[config.mk]
export PLATFORM = sky130hd
export DESIGN_NAME = rr_irq_dispatch
export DESIGN_NICKNAME = d
export VERILOG_FILES = /design/src/rtl/rrd_pkg.sv /design/src/rtl/rrd_mask_reg.sv /design/src/rtl/rrd_rr_pick.sv /design/src/rtl/rrd_id_map.sv /design/src/rtl/rr_irq_dispatch.sv
export SDC_FILE = /design/constraint.sdc
export NUM_CORES = 1
export LEC_CHECK = 0
export BUFFER_PORTS_ARGS = -buffer_cell sky130_fd_sc_hd__buf_2
export CAP_MARGIN = 10
export CORE_MARGIN = 1.5
export CORE_UTILIZATION = 53
export CTS_BUF_LIST = sky130_fd_sc_hd__clkbuf_4 sky130_fd_sc_hd__clkbuf_8
export DETAILED_ROUTE_END_ITERATION = 12
export PLACE_DENSITY_LB_ADDON = 0.1
export SETUP_SLACK_MARGIN = 0.2
export SKIP_LAST_GASP = 1
export SYNTH_ARGS = -nofsm -noshare
export SYNTH_HDL_FRONTEND = slang
export SYNTH_SLANG_ARGS = --single-unit
[constraint.sdc]
create_clock -name clk -period 11 [get_ports clk]
set_input_delay 0.55 -clock clk [delete_from_list [all_inputs] [get_ports clk]]
set_output_delay 0.55 -clock clk [all_outputs]
set_load 0.05 [all_outputs]
[src/rtl/rrd_pkg.sv]
package rrd_pkg;
  typedef enum logic {SPACE_INT = 1'b0, SPACE_EXT = 1'b1} id_space_e;
endpackage

[src/rtl/rrd_mask_reg.sv]
module rrd_mask_reg #(
  parameter int NSRC = 64,
  parameter int IDW  = $clog2(NSRC)
) (
  input  logic            clk,
  input  logic            rst,
  input  logic            set_i,
  input  logic            clr_i,
  input  logic [IDW-1:0]  idx_i,
  output logic [NSRC-1:0] mask_o
);
  always_ff @(posedge clk) begin
    if (rst)        mask_o <= '0;
    else if (clr_i) mask_o[idx_i] <= 1'b0;
    else if (set_i) mask_o[idx_i] <= 1'b1;
  end

  // a command touches at most one enable bit
  p_one_bit_r7: assert property (@(posedge clk) disable iff (rst)
    (set_i || clr_i) |=> ($countones(mask_o ^ $past(mask_o)) <= 1));
  // no command, no change
  p_idle_r7: assert property (@(posedge clk) disable iff (rst)
    !(set_i || clr_i) |=> $stable(mask_o));
  // clear takes precedence
  p_clr_wins_r7: assert property (@(posedge clk) disable iff (rst)
    clr_i |=> !mask_o[$past(idx_i)]);
endmodule

[src/rtl/rrd_rr_pick.sv]
module rrd_rr_pick #(
  parameter int NSRC = 64,
  parameter int IDW  = $clog2(NSRC)
) (
  input  logic [NSRC-1:0] pend_i,
  input  logic [IDW-1:0]  ptr_i,
  output logic            any_o,
  output logic [IDW-1:0]  idx_o
);
  logic [2*NSRC-1:0] dbl;
  logic [NSRC-1:0]   rot;
  logic [IDW-1:0]    off;

  assign dbl   = {pend_i, pend_i} >> ptr_i;
  assign rot   = dbl[NSRC-1:0];
  assign any_o = |pend_i;

  always_comb begin
    off = '0;
    for (int k = NSRC - 1; k >= 0; k--) begin
      if (rot[k]) off = IDW'(k);
    end
  end

  assign idx_o = ptr_i + off;
endmodule

[src/rtl/rrd_id_map.sv]
module rrd_id_map
  import rrd_pkg::*;
#(
  parameter int NSRC    = 64,
  parameter int IDW     = $clog2(NSRC),
  parameter bit CASC_EN = 1'b1,
  parameter int CASC_LO = 40,
  parameter int CASC_HI = 45
) (
  input  logic [IDW-1:0] idx_i,
  output logic [IDW-1:0] id_o,
  output id_space_e      space_o
);
  generate
    if (CASC_EN) begin : g_casc
      localparam logic [IDW-1:0] LO = IDW'(CASC_LO);
      localparam logic [IDW-1:0] HI = IDW'(CASC_HI);
      logic in_rng;
      assign in_rng  = (idx_i >= LO) && (idx_i <= HI);
      assign id_o    = in_rng ? (idx_i - LO) : idx_i;
      assign space_o = in_rng ? SPACE_EXT : SPACE_INT;
    end else begin : g_flat
      assign id_o    = idx_i;
      assign space_o = SPACE_INT;
    end
  endgenerate
endmodule

[src/rtl/rr_irq_dispatch.sv]
module rr_irq_dispatch
  import rrd_pkg::*;
#(
  parameter int NSRC    = 64,
  parameter bit CASC_EN = 1'b1,
  parameter int CASC_LO = 40,
  parameter int CASC_HI = 45,
  localparam int IDW    = $clog2(NSRC)
) (
  input  logic            clk,
  input  logic            rst,
  input  logic [NSRC-1:0] raw_stat,
  input  logic            msk_set,
  input  logic            msk_clr,
  input  logic [IDW-1:0]  msk_idx,
  input  logic            req,
  output logic            gnt,
  output logic [IDW-1:0]  gnt_id,
  output logic            gnt_ext,
  output logic [NSRC-1:0] rd_mask,
  output logic [NSRC-1:0] rd_pend
);
  logic [NSRC-1:0] mask_q;
  logic [NSRC-1:0] pend;
  logic [IDW-1:0]  ptr_q;
  logic            any;
  logic [IDW-1:0]  pick_idx;
  logic [IDW-1:0]  map_id;
  id_space_e       map_space;

  rrd_mask_reg #(.NSRC(NSRC), .IDW(IDW)) u_mask (
    .clk(clk), .rst(rst), .set_i(msk_set), .clr_i(msk_clr),
    .idx_i(msk_idx), .mask_o(mask_q)
  );

  assign pend = raw_stat & mask_q;

  rrd_rr_pick #(.NSRC(NSRC), .IDW(IDW)) u_pick (
    .pend_i(pend), .ptr_i(ptr_q), .any_o(any), .idx_o(pick_idx)
  );

  rrd_id_map #(.NSRC(NSRC), .IDW(IDW), .CASC_EN(CASC_EN),
               .CASC_LO(CASC_LO), .CASC_HI(CASC_HI)) u_map (
    .idx_i(pick_idx), .id_o(map_id), .space_o(map_space)
  );

  always_ff @(posedge clk) begin
    if (rst) begin
      ptr_q   <= '0;
      gnt     <= 1'b0;
      gnt_id  <= '0;
      gnt_ext <= 1'b0;
      rd_pend <= '0;
    end else begin
      rd_pend <= pend;
      if (req && any) begin
        ptr_q   <= pick_idx + 1'b1;
        gnt     <= 1'b1;
        gnt_id  <= map_id;
        gnt_ext <= (map_space == SPACE_EXT);
      end else begin
        gnt     <= 1'b0;
        gnt_id  <= '0;
        gnt_ext <= 1'b0;
      end
    end
  end

  assign rd_mask = mask_q;

  // the encoder always lands on a pending source
  p_pick_pending_r4: assert property (@(posedge clk) disable iff (rst)
    any |-> pend[pick_idx]);
  // empty request keeps the pointer
  p_idle_ptr_r3: assert property (@(posedge clk) disable iff (rst)
    (req && !any) |=> $stable(ptr_q));
  // pointer lands one past the served index
  p_ptr_adv_r5: assert property (@(posedge clk) disable iff (rst)
    (req && any) |=> (ptr_q == IDW'($past(pick_idx) + 1'b1)));
  // a grant only follows a request
  p_gnt_cause_r8: assert property (@(posedge clk) disable iff (rst)
    gnt |-> $past(req));
  // external identifiers stay inside the cascaded span
  p_ext_bound_r6: assert property (@(posedge clk) disable iff (rst)
    gnt_ext |-> (gnt && (gnt_id <= IDW'(CASC_HI - CASC_LO))));
endmodule

==> key figures, run 1 <==
Outcome
  • Status: finished clean

Floorplanning
  • Die Y-Extent: 162 µm
  • Core area: 0.0245 mm²
  • FP Rows: 57
  • Ports: 211
  • Die width: 162 µm
  • Die area: 0.0261 mm²
  • Initial Util: 54.5%

Global routing
  • Met2 Use GR: 64.4%
  • Met3 Use GR: 11.9%
  • Vias in the first global route: 13444
  • Busiest grt layer: met2
  • Gr ovfl total: 0
  • Met1 GRT Util: 58.4%
  • Tot GR Track Use: 44.2%
  • Largest net degree at the start of global routing: 98
  • Initial antenna violation count: 1
  • First-pass GRT wire length: 85600 µm

Synth
  • Area contributors post-synth: dfxtp_1, mux4_2, mux2i_1, mux2_2, nor2_1
  • Post-synth EDFFs: 0
  • Synth async-reset ratio: 0%
  • FF+latch count, synth: 142
  • Synth Flop Type: dfxtp_1
  • Synthesized area: 0.0133 mm²
  • Mapped Avg Cell Area: 9.03 µm²
  • Yosys cell types: 89
  • Post-synth top area share: 21.3%
  • Register area share after synthesis: 21.3%
  • Syn_nets: 1562
  • Post-Synth XOR/XNOR Area: 0.592%
  • Mux share of post-synthesis cell area: 30.8%
  • Synthesis Warnings: 0
  • Synthesized instance count: 1476
  • Complex-gate fraction of the synthesized area: 20.3%
  • Largest family of logic cells by synthesized area: multiplexers
  • Post-Synth Adder-Cell Area: 1.09%
  • Post-Synth Simple-Gate Area: 20.5%
  • Leading area contributor after synthesis: dfxtp_1

Setup path
  • CP startpoint kind: register
  • Reg2reg setup slack: 3.66 ns
  • Delay-heaviest family, CP: compound AO/OA/AOI/OAI gates
  • Slowest cell on crit path: a2111oi_0
  • Crit Path Max Fanout: 84
  • CP peak stage delay: 0.98 ns
  • Crit end category: register
  • Cell chain of the critical path: buf_4 -> nand4bb_1 -> nand4_1 -> mux2i_1 -> mux4_2 -> nor2_1 -> a2111oi_0 -> a211o_1 -> a41oi_1 -> nor3_1 -> a21oi_1 -> o21ai_0 -> ha_1 -> a21o_1 -> a21oi_1 -> xnor2_1 -> ha_1 -> nand4_1 -> nor3b_1 -> nand2_1 -> o2111ai_1
  • CP arrival: 7.72 ns
  • CP required: 11.38 ns
  • Buf+Inv Stages, Crit Path: 1
  • Setup Crit Path Kind: reg2reg

Clocking
  • H-tree depth: 4
  • Post-CTS Resized: 0
  • CTS root buf: clkbuf_8
  • Worst-path clk slew: 0.12 ns
  • CTS tree: done
  • Post-CTS setup buffers: 0
  • CTS Buf Count: 17
  • Deepest clock path buffer count: 2
  • Worst-Skew Late Latency: 0.48 ns
  • Hold_buf cts: 0
  • Clk sink count: 142

Placed design
  • DP HPWL: 44200 µm
  • PortBufs: 210
  • GP Congestion: 1.04
  • Placed Area: 0.0143 mm²

Cells and area
  • Post-layout net count: 1688
  • Fill count: 2192
  • Area Growth Syn to Fin: 10.6%
  • Layout cell share with drive strength beyond 1: 29.1%
  • Final instance area: 0.0147 mm²

STA
  • Clk_skew: 0.0261 ns
  • Relative slew slack: 16.7%
  • Least-Margin Pin Slew: 1.22 ns
  • Sum of negative setup slack: 0 ns
  • Final Hold Viols: 0
  • Slew Viols, Final: 0
  • Final min period: 7.34 ns
  • RSZ-0062 raised after global routing: no
  • Fmax: 136 MHz
  • Final period util: 66.8%
  • Setup Viol. Count Final: 0

Drt
  • Via count: 14508
  • Overall routed net length: 57800 µm
  • Drt drc: 0
  • Post-route ant nets: 0
  • Iteration-0 DRC Markers: 2104
  • Average wire per standard cell: 29.8 µm
  • First-pass DRT Iterations: 6
  • DR vias/cell: 7.48

Job
  • Max cap viols: 0

Min path
  • Hold Path Class: in2reg

Power
  • Pwr Density: 185 mW/mm²
  • Static Leak: 5.78 nW
  • VDD IR max: 0.165 mV
## area by class of cell
| class | instances | area [µm²] | area share (%) |
|---|---|---|---|
| antenna | 1 | 2.50 | 0.0170 |
| clock buffer | 17 | 234 | 1.59 |
| sequential | 142 | 2860 | 19.4 |
| inverter | 18 | 71.3 | 0.484 |
| multi-input combinational | 1192 | 9770 | 66.3 |
| tap | 324 | 405 | 2.75 |
| timing repair buffer | 231 | 1210 | 8.22 |
| clock inverter | 15 | 194 | 1.32 |
## worst min-delay path, delay by kind of cell
kind	cells	cell delay, ns
buffers and inverters	1	0.08
AND/OR/NAND/NOR	2	0.22
## layer usage
layer	part of all wire, %	vias to the layer above
met4	6.7	0
met5	0	-
met3	13	226
li1	-	6057
met1	37	7009
met2	43	1216
## power by group
part	total [mW]	switching, mW	leakage [nW]	internal [mW]
combinational	1.69	1.07	4.41	0.627
clock	0.472	0.275	0.212	0.197
sequential	0.563	0.0326	1.15	0.531
total	2.73	1.37	5.78	1.35
## synth_stat cells (15+ instances only)
master and instances:
a211oi_1 21, a21oi_1 91, a22oi_1 19, a311oi_1 56, and2_1 69, buf_2 20
clkbuf_1 68, dfxtp_1 142, inv_1 15, mux2_2 58, mux2i_1 73, mux4_2 120
nand2_1 143, nand3_1 41, nand4_1 34, nor2_1 157, nor3_1 18, o211ai_1 28
o21ai_0 23, o22ai_1 19
## worst paths after layout
kind / from / end / cells after the start
worst max-delay path: ptr_q[0]$_SDFFE_PP0P_ / ptr_q[5]$_SDFFE_PP0P_ / 21
worst min-delay path: raw_stat[43] / rd_pend[43]$_SDFF_PP0_ / 3
worst max register to register: ptr_q[0]$_SDFFE_PP0P_ / ptr_q[5]$_SDFFE_PP0P_ / 21
worst min register to register: register / register / 2
## cells by family after synthesis
kind of cell	after synthesis
and+or+nand+nor	549
AOI/OAI and AO/OA	371
muxes	252
buffers and inverters	142
DFF	142
adders and majority gates	11
xor gates and xnor gates	9
## cells in the final DEF, fill, tap and decap left out, types with 34 or more instances in the layout
cell | synthesis | routed
buf_2 | 20 | 209
nor2_1 | 157 | 157
nand2_1 | 143 | 143
dfxtp_1 | 142 | 136
mux4_2 | 120 | 120
a21oi_1 | 91 | 91
mux2i_1 | 73 | 73
and2_1 | 69 | 69
mux2_2 | 58 | 58
a311oi_1 | 56 | 56
nand3_1 | 41 | 41
nand4_1 | 34 | 34
## stage by stage
stage / hold slack (ns) / util, % / cells / setup slack [ns] / power, mW
floorplan: 0.677 / - / 1476 / 5.54 / 1.82
CTS: 0.396 / 60.2 / 1939 / 4.06 / 2.68
finish: 0.401 / 60.3 / 1940 / 3.66 / 2.73
detailed placement: 0.531 / 58.5 / 1907 / 4.10 / 2.21
global placement: 0.514 / 58.5 / 1907 / 4.33 / 2.20
global route: 0.421 / 60.3 / 1940 / 3.42 / 2.87
Note: power is estimated with default switching activity, not from simulation.
==> inputs of run 2 (changes only) <==
clock period = 7.6 ns   (was 11 ns; I/O delays follow)
==> key figures, run 2 (synthesis results as in run 1) <==
Drt
  • Iteration-0 DRC Markers: 2573 (was 2104)
  • Drt drc: 0 (unchanged)
  • Overall routed net length: 59400 µm (was 57800 µm)
  • Via count: 14587 (was 14508)
  • Average wire per standard cell: 30.3 µm (was 29.8 µm)
  • First-pass DRT Iterations: 6 (unchanged)
  • Post-route ant nets: 0 (unchanged)
  • DR vias/cell: 7.44 (was 7.48)

Global routing
  • Tot GR Track Use: 45.3% (was 44.2%)
  • Largest net degree at the start of global routing: 98 (unchanged)
  • First-pass GRT wire length: 87600 µm (was 85600 µm)
  • Gr ovfl total: 0 (unchanged)
  • Initial antenna violation count: 1 (unchanged)
  • Vias in the first global route: 13468 (was 13444)

STA
  • Final Hold Viols: 0 (unchanged)
  • Relative slew slack: 23.0% (was 16.7%)
  • Sum of negative setup slack: 0 ns (unchanged)
  • Final period util: 88.7% (was 66.8%)
  • RSZ-0062 raised after global routing: no (unchanged)
  • Least-Margin Pin Slew: 1.15 ns (was 1.22 ns)
  • Fmax: 148 MHz (was 136 MHz)
  • Setup Viol. Count Final: 0 (unchanged)
  • Clk_skew: 0.0223 ns (was 0.0261 ns)
  • Slew Viols, Final: 0 (unchanged)
  • Final min period: 6.74 ns (was 7.34 ns)
  • Post-route setup slack: 0.860 ns (was 3.66 ns)

Setup path
  • Cell chain of the critical path: buf_4 -> nand4bb_1 -> nand4_1 -> mux2i_1 -> mux4_2 -> nor2_1 -> a2111oi_0 -> a211o_1 -> a41oi_1 -> nor3_1 -> a21oi_1 -> o21ai_0 -> ha_1 -> a21o_1 -> a21oi_1 -> xnor2_1 -> ha_1 -> nand4_1 -> nor3b_1 -> nand2_1 -> o2111ai_1 (unchanged)
  • Reg2reg path depth: 21 (unchanged)
  • Crit end category: register (unchanged)
  • CP arrival: 7.13 ns (was 7.72 ns)
  • Slowest cell on crit path: dfxtp_4 (was a2111oi_0)
  • CP required: 7.99 ns (was 11.38 ns)
  • Crit Path Max Fanout: 64 (was 84)
  • RR Startpoint: ptr_q[0]$_SDFFE_PP0P_ (unchanged)
  • Setup Crit Path Kind: reg2reg (unchanged)
  • Reg2reg setup slack: 0.86 ns (was 3.66 ns)
  • CP startpoint kind: register (unchanged)
  • R2R Path End: ptr_q[5]$_SDFFE_PP0P_ (unchanged)
  • CP peak stage delay: 0.92 ns (was 0.98 ns)

Clocking
  • Deepest clock path buffer count: 2 (unchanged)
  • Worst-Skew Late Latency: 0.48 ns (about the same)
  • Clk sink count: 142 (unchanged)
  • CTS Buf Count: 17 (unchanged)
  • CTS tree: done (unchanged)
  • Worst-path clk slew: 0.10 ns (was 0.12 ns)
  • CTS root buf: clkbuf_8 (unchanged)
  • H-tree depth: 4 (unchanged)
  • Hold_buf cts: 0 (unchanged)
  • Post-CTS setup buffers: 0 (unchanged)
  • Post-CTS Resized: 0 (unchanged)

Cells and area
  • Post-layout net count: 1708 (was 1688)
  • Area of the multi-input gates: 0.00977 mm² (unchanged)
  • Commonest non-fill, non-tap cells in the layout: buf_2, nor2_1, nand2_1 (unchanged)
  • FF+latch area: 0.00286 mm² (unchanged)
  • Most common cell after layout, fill and taps aside: buf_2 (unchanged)
  • Fill count: 2112 (was 2192)
  • Area Growth Syn to Fin: 11.6% (was 10.6%)
  • Layout cell share with drive strength beyond 1: 30.0% (was 29.1%)
  • Fin cells: 1960 (was 1940)

Floorplanning
  • Die area: 0.0261 mm² (unchanged)
  • Initial Util: 54.5% (unchanged)
  • Core area: 0.0245 mm² (unchanged)
  • Die Y-Extent: 162 µm (unchanged)
  • Die width: 162 µm (unchanged)
  • FP Rows: 57 (unchanged)
  • Ports: 211 (unchanged)

Power
  • Static Leak: 5.86 nW (was 5.78 nW)
  • VDD IR max: 0.299 mV (was 0.165 mV)
  • Pwr Density: 271 mW/mm² (was 185 mW/mm²)

Placed design
  • Worst slack at placement: 1.08 ns (was 4.10 ns)
  • DP HPWL: 45800 µm (was 44200 µm)
  • GP Congestion: 1.07 (was 1.04)
  • PortBufs: 210 (unchanged)
  • Placed cell count: 1927 (was 1907)

Job
  • Max cap viols: 0 (unchanged)

Min path
  • Hold Path End: rd_pend[35]$_SDFF_PP0_ (was rd_pend[43]$_SDFF_PP0_)
  • Hold Path Cell Cnt: 3 (unchanged)
  • Hold Path Class: in2reg (unchanged)
  • Min-delay src: raw_stat[35] (was raw_stat[43])

Outcome
  • Status: finished clean (unchanged)
[run 2: cell types whose count changed in the layout (fill, tap and decap cells not counted), sizes merged]
cell	previous run	this run
clkbuf	17	18
inv	25	23
buf	231	251
clkinv	6	7
[run 2: area by class of cell]
type | instances | share of cell area, %
multi-input cells | 1192 | 65.7
flip-flops and latches | 142 | 19.2
repair buffers | 251 | 9.24
well taps | 324 | 2.73
clock buffers | 18 | 1.67
clock inverters | 14 | 1.01
inverters | 18 | 0.480
diodes | 1 | 0.0168
[run 2: metal layers]
| metal | track usage [%] | wire length, µm |
|---|---|---|
| met5 | 0 | 0 |
| met4 | 23.3 | 3560 |
| met3 | 14.8 | 8700 |
| met2 | 65.3 | 25000 |
| met1 | 60.5 | 22100 |
[run 2: metrics by stage]
step | area, µm² | util [%] | total power, mW | hold slack [ns]
finish | 14900 | 60.8 | 4.03 | 0.267
global route | 14900 | 60.8 | 4.23 | 0.254
CTS | 14900 | 60.8 | 3.93 | 0.242
detailed placement | 14500 | 59.2 | 3.29 | 0.522
global placement | 14500 | 59.2 | 3.29 | 0.520
floorplan | 13300 | - | 2.64 | 0.540
[run 2: how the worst max path moves through the flow]
stage | start | end | slack (ns) | depth (start not counted)
final | ptr_q[0]$_SDFFE_PP0P_ | ptr_q[5]$_SDFFE_PP0P_ | 0.86 | 21
after global placement | ptr_q[0]$_SDFFE_PP0P_ | ptr_q[5]$_SDFFE_PP0P_ | 1.28 | 21
after global routing | ptr_q[0]$_SDFFE_PP0P_ | ptr_q[5]$_SDFFE_PP0P_ | 0.55 | 21
after detailed placement | ptr_q[0]$_SDFFE_PP0P_ | ptr_q[5]$_SDFFE_PP0P_ | 1.08 | 21
after CTS | ptr_q[0]$_SDFFE_PP0P_ | ptr_q[5]$_SDFFE_PP0P_ | 1.02 | 21
after floorplan | register | ptr_q[5]$_SDFFE_PP0P_ | 2.14 | 22
[run 2: power breakdown]
| group | internal (mW) | leakage, nW | switching (mW) |
|---|---|---|---|
| sequential | 0.768 | 1.15 | 0.0633 |
| clock | 0.281 | 0.203 | 0.376 |
| combinational | 0.949 | 4.51 | 1.59 |
[run 2: critical path, delay by kind of cell (launching register included)]
family                     cells  cell delay, ns
buffers and inverters          1            0.33
adders and majority gates      2            0.56
xor gates and xnor gates       1            0.30
and+or+nand+nor                7            1.12
AOI/OAI and AO/OA              8            2.16
DFF                            1            0.92
muxes                          2            1.19
==> inputs of run 3 (changes only) <==
clock period = 8.01 ns   (was 7.6 ns; I/O delays follow)
==> key figures, run 3 (synthesis results as in run 1) <==
Outcome
  • Status: finished clean (unchanged)

Clocking
  • CTS Buf Count: 17 (unchanged)
  • CTS root buf: clkbuf_8 (unchanged)
  • Hold_buf cts: 0 (unchanged)
  • H-tree depth: 4 (unchanged)
  • Deepest clock path buffer count: 2 (unchanged)
  • Clk sink count: 142 (unchanged)
  • Worst-Skew Late Latency: 0.48 ns (about the same)
  • Worst-path clk slew: 0.10 ns (about the same)
  • Post-CTS Resized: 0 (unchanged)
  • Post-CTS setup buffers: 0 (unchanged)
  • CTS tree: done (unchanged)

STA
  • Fmax: 146 MHz (was 148 MHz)
  • Sum of negative setup slack: 0 ns (unchanged)
  • Setup Viol. Count Final: 0 (unchanged)
  • Slew Viols, Final: 0 (unchanged)
  • Clk_skew: 0.0269 ns (was 0.0223 ns)
  • Final period util: 85.4% (was 88.7%)
  • Least-Margin Pin Slew: 1.17 ns (was 1.15 ns)
  • Relative slew slack: 22.0% (was 23.0%)
  • Final Hold Viols: 0 (unchanged)
  • Final min period: 6.84 ns (was 6.74 ns)
  • RSZ-0062 raised after global routing: no (unchanged)

Drt
  • Via count: 14461 (was 14587)
  • DR vias/cell: 7.42 (was 7.44)
  • Average wire per standard cell: 29.5 µm (was 30.3 µm)
  • Overall routed net length: 57600 µm (was 59400 µm)
  • First-pass DRT Iterations: 12 (was 6)
  • Iteration-0 DRC Markers: 2774 (was 2573)
  • Post-route ant nets: 0 (unchanged)
  • Drt drc: 0 (unchanged)

Setup path
  • Buf+Inv Stages, Crit Path: 1 (unchanged)
  • Reg2reg setup slack: 1.17 ns (was 0.86 ns)
  • CP arrival: 7.22 ns (was 7.13 ns)
  • R2R Path End: ptr_q[5]$_SDFFE_PP0P_ (unchanged)
  • Crit end category: register (unchanged)
  • CP required: 8.39 ns (was 7.99 ns)
  • RR Startpoint: ptr_q[0]$_SDFFE_PP0P_ (unchanged)
  • CP peak stage delay: 0.99 ns (was 0.92 ns)
  • Slowest cell on crit path: dfxtp_4 (unchanged)
  • Reg2reg path depth: 21 (unchanged)
  • Crit Path Max Fanout: 83 (was 64)
  • CP startpoint kind: register (unchanged)
  • Setup Crit Path Kind: reg2reg (unchanged)
  • Cell chain of the critical path: buf_4 -> mux4_2 -> mux2i_1 -> mux2i_1 -> mux4_2 -> o211ai_1 -> nand4_1 -> a2111o_1 -> or3_1 -> o31ai_1 -> ha_1 -> fa_1 -> a21oi_1 -> nor2_1 -> nor2_1 -> xnor2_1 -> ha_1 -> nand4_1 -> nor3b_1 -> nand2_1 -> o2111ai_1 (was buf_4 -> nand4bb_1 -> nand4_1 -> mux2i_1 -> mux4_2 -> nor2_1 -> a2111oi_0 -> a211o_1 -> a41oi_1 -> nor3_1 -> a21oi_1 -> o21ai_0 -> ha_1 -> a21o_1 -> a21oi_1 -> xnor2_1 -> ha_1 -> nand4_1 -> nor3b_1 -> nand2_1 -> o2111ai_1)
  • Delay-heaviest family, CP: multiplexers (was compound AO/OA/AOI/OAI gates)

Floorplanning
  • FP Rows: 57 (unchanged)
  • Core area: 0.0245 mm² (unchanged)
  • Die area: 0.0261 mm² (unchanged)
  • Ports: 211 (unchanged)
  • Die width: 162 µm (unchanged)
  • Die Y-Extent: 162 µm (unchanged)
  • Initial Util: 54.5% (unchanged)

Cells and area
  • Area of the multi-input gates: 0.00977 mm² (unchanged)
  • Area Growth Syn to Fin: 10.9% (was 11.6%)
  • Commonest non-fill, non-tap cells in the layout: buf_2, nor2_1, nand2_1 (unchanged)
  • Final core occ: 60.4% (was 60.8%)
  • FF+latch area: 0.00286 mm² (unchanged)
  • Most common cell after layout, fill and taps aside: buf_2 (unchanged)
  • Post-layout net count: 1697 (was 1708)
  • Fill count: 2162 (was 2112)
  • Layout cell share with drive strength beyond 1: 29.5% (was 30.0%)

Job
  • Max cap viols: 0 (unchanged)

Global routing
  • Gr ovfl total: 0 (unchanged)
  • Initial antenna violation count: 1 (unchanged)
  • Largest net degree at the start of global routing: 101 (was 98)
  • Vias in the first global route: 13316 (was 13468)
  • Tot GR Track Use: 43.6% (was 45.3%)
  • First-pass GRT wire length: 84900 µm (was 87600 µm)

Power
  • Static Leak: 5.81 nW (was 5.86 nW)
  • Power Total: 3.74 mW (was 4.03 mW)
  • Pwr Density: 253 mW/mm² (was 271 mW/mm²)
  • VDD IR max: 0.257 mV (was 0.299 mV)

Placed design
  • GP Congestion: 1.03 (was 1.07)
  • DP HPWL: 44500 µm (was 45800 µm)
  • PortBufs: 210 (unchanged)

Min path
  • Hold Path End: rd_pend[4]$_SDFF_PP0_ (was rd_pend[35]$_SDFF_PP0_)
  • Min-delay src: raw_stat[4] (was raw_stat[35])
  • Hold Path Cell Cnt: 3 (unchanged)
  • Hold Path Class: in2reg (unchanged)
-- run 3: cell count changes in the layout (fill, tap and decap cells not counted) --
cell	previous run	this run
buf_4	41	31
inv_6	4	6
clkinv_4	2	0
buf_12	1	0
-- run 3: layout make-up --
cell class                 instances  share of cell area [%]
clock inverter                    14                    1.02
sequential                       142                    19.3
tap                              324                    2.74
antenna                            1                  0.0169
clock buffer                      18                    1.68
multi-input combinational       1192                    66.1
timing repair buffer             240                    8.65
inverter                          18                   0.483
-- run 3: how the worst max path moves through the flow --
stage,startpoint,end,depth (start not counted),slack (ns)
after CTS,ptr_q[0]$_SDFFE_PP0P_,ptr_q[5]$_SDFFE_PP0P_,21,1.29
after detailed placement,ptr_q[0]$_SDFFE_PP0P_,ptr_q[5]$_SDFFE_PP0P_,21,1.36
final,ptr_q[0]$_SDFFE_PP0P_,ptr_q[5]$_SDFFE_PP0P_,21,1.17
after global routing,ptr_q[1]$_SDFFE_PP0P_,ptr_q[5]$_SDFFE_PP0P_,21,0.69
after global placement,ptr_q[0]$_SDFFE_PP0P_,ptr_q[5]$_SDFFE_PP0P_,22,1.53
after floorplan,register,ptr_q[5]$_SDFFE_PP0P_,22,2.55
-- run 3: worst min-delay path: stages --
cell and delay (ns):
buf_2 0.12, nand2_1 0.13, nor2_1 0.05
-- run 3: power breakdown --
part | internal (mW) | total [mW] | switching, mW
sequential | 0.729 | 0.787 | 0.0582
combinational | 0.873 | 2.33 | 1.46
clock | 0.268 | 0.622 | 0.354
-- run 3: metal layers --
metal  global-route usage [%]  up-vias  part of all wire, %  wire [µm]
met4                     23.4        2                  5.8       3320
met1                     58.6     6899                   38      21600
met3                     12.7      241                   14       8100
met5                        0        -                0.030         17
met2                     63.0     1244                   43      24500
li1                         -     6075                    -          -
-- run 3: per-stage QoR --
| step | instances | setup slack (ns) | hold slack (ns) | cell area (µm²) |
|---|---|---|---|---|
| 5_1_grt | 1948 | 0.690 | 0.287 | 14800 |
| 3_5_place_dp | 1916 | 1.36 | 0.532 | 14400 |
| 3_3_place_gp | 1916 | 1.53 | 0.522 | 14400 |
| 6_report | 1949 | 1.17 | 0.274 | 14800 |
| 2_1_floorplan | 1476 | 2.55 | 0.561 | 13300 |
| 4_1_cts | 1948 | 1.29 | 0.257 | 14800 |
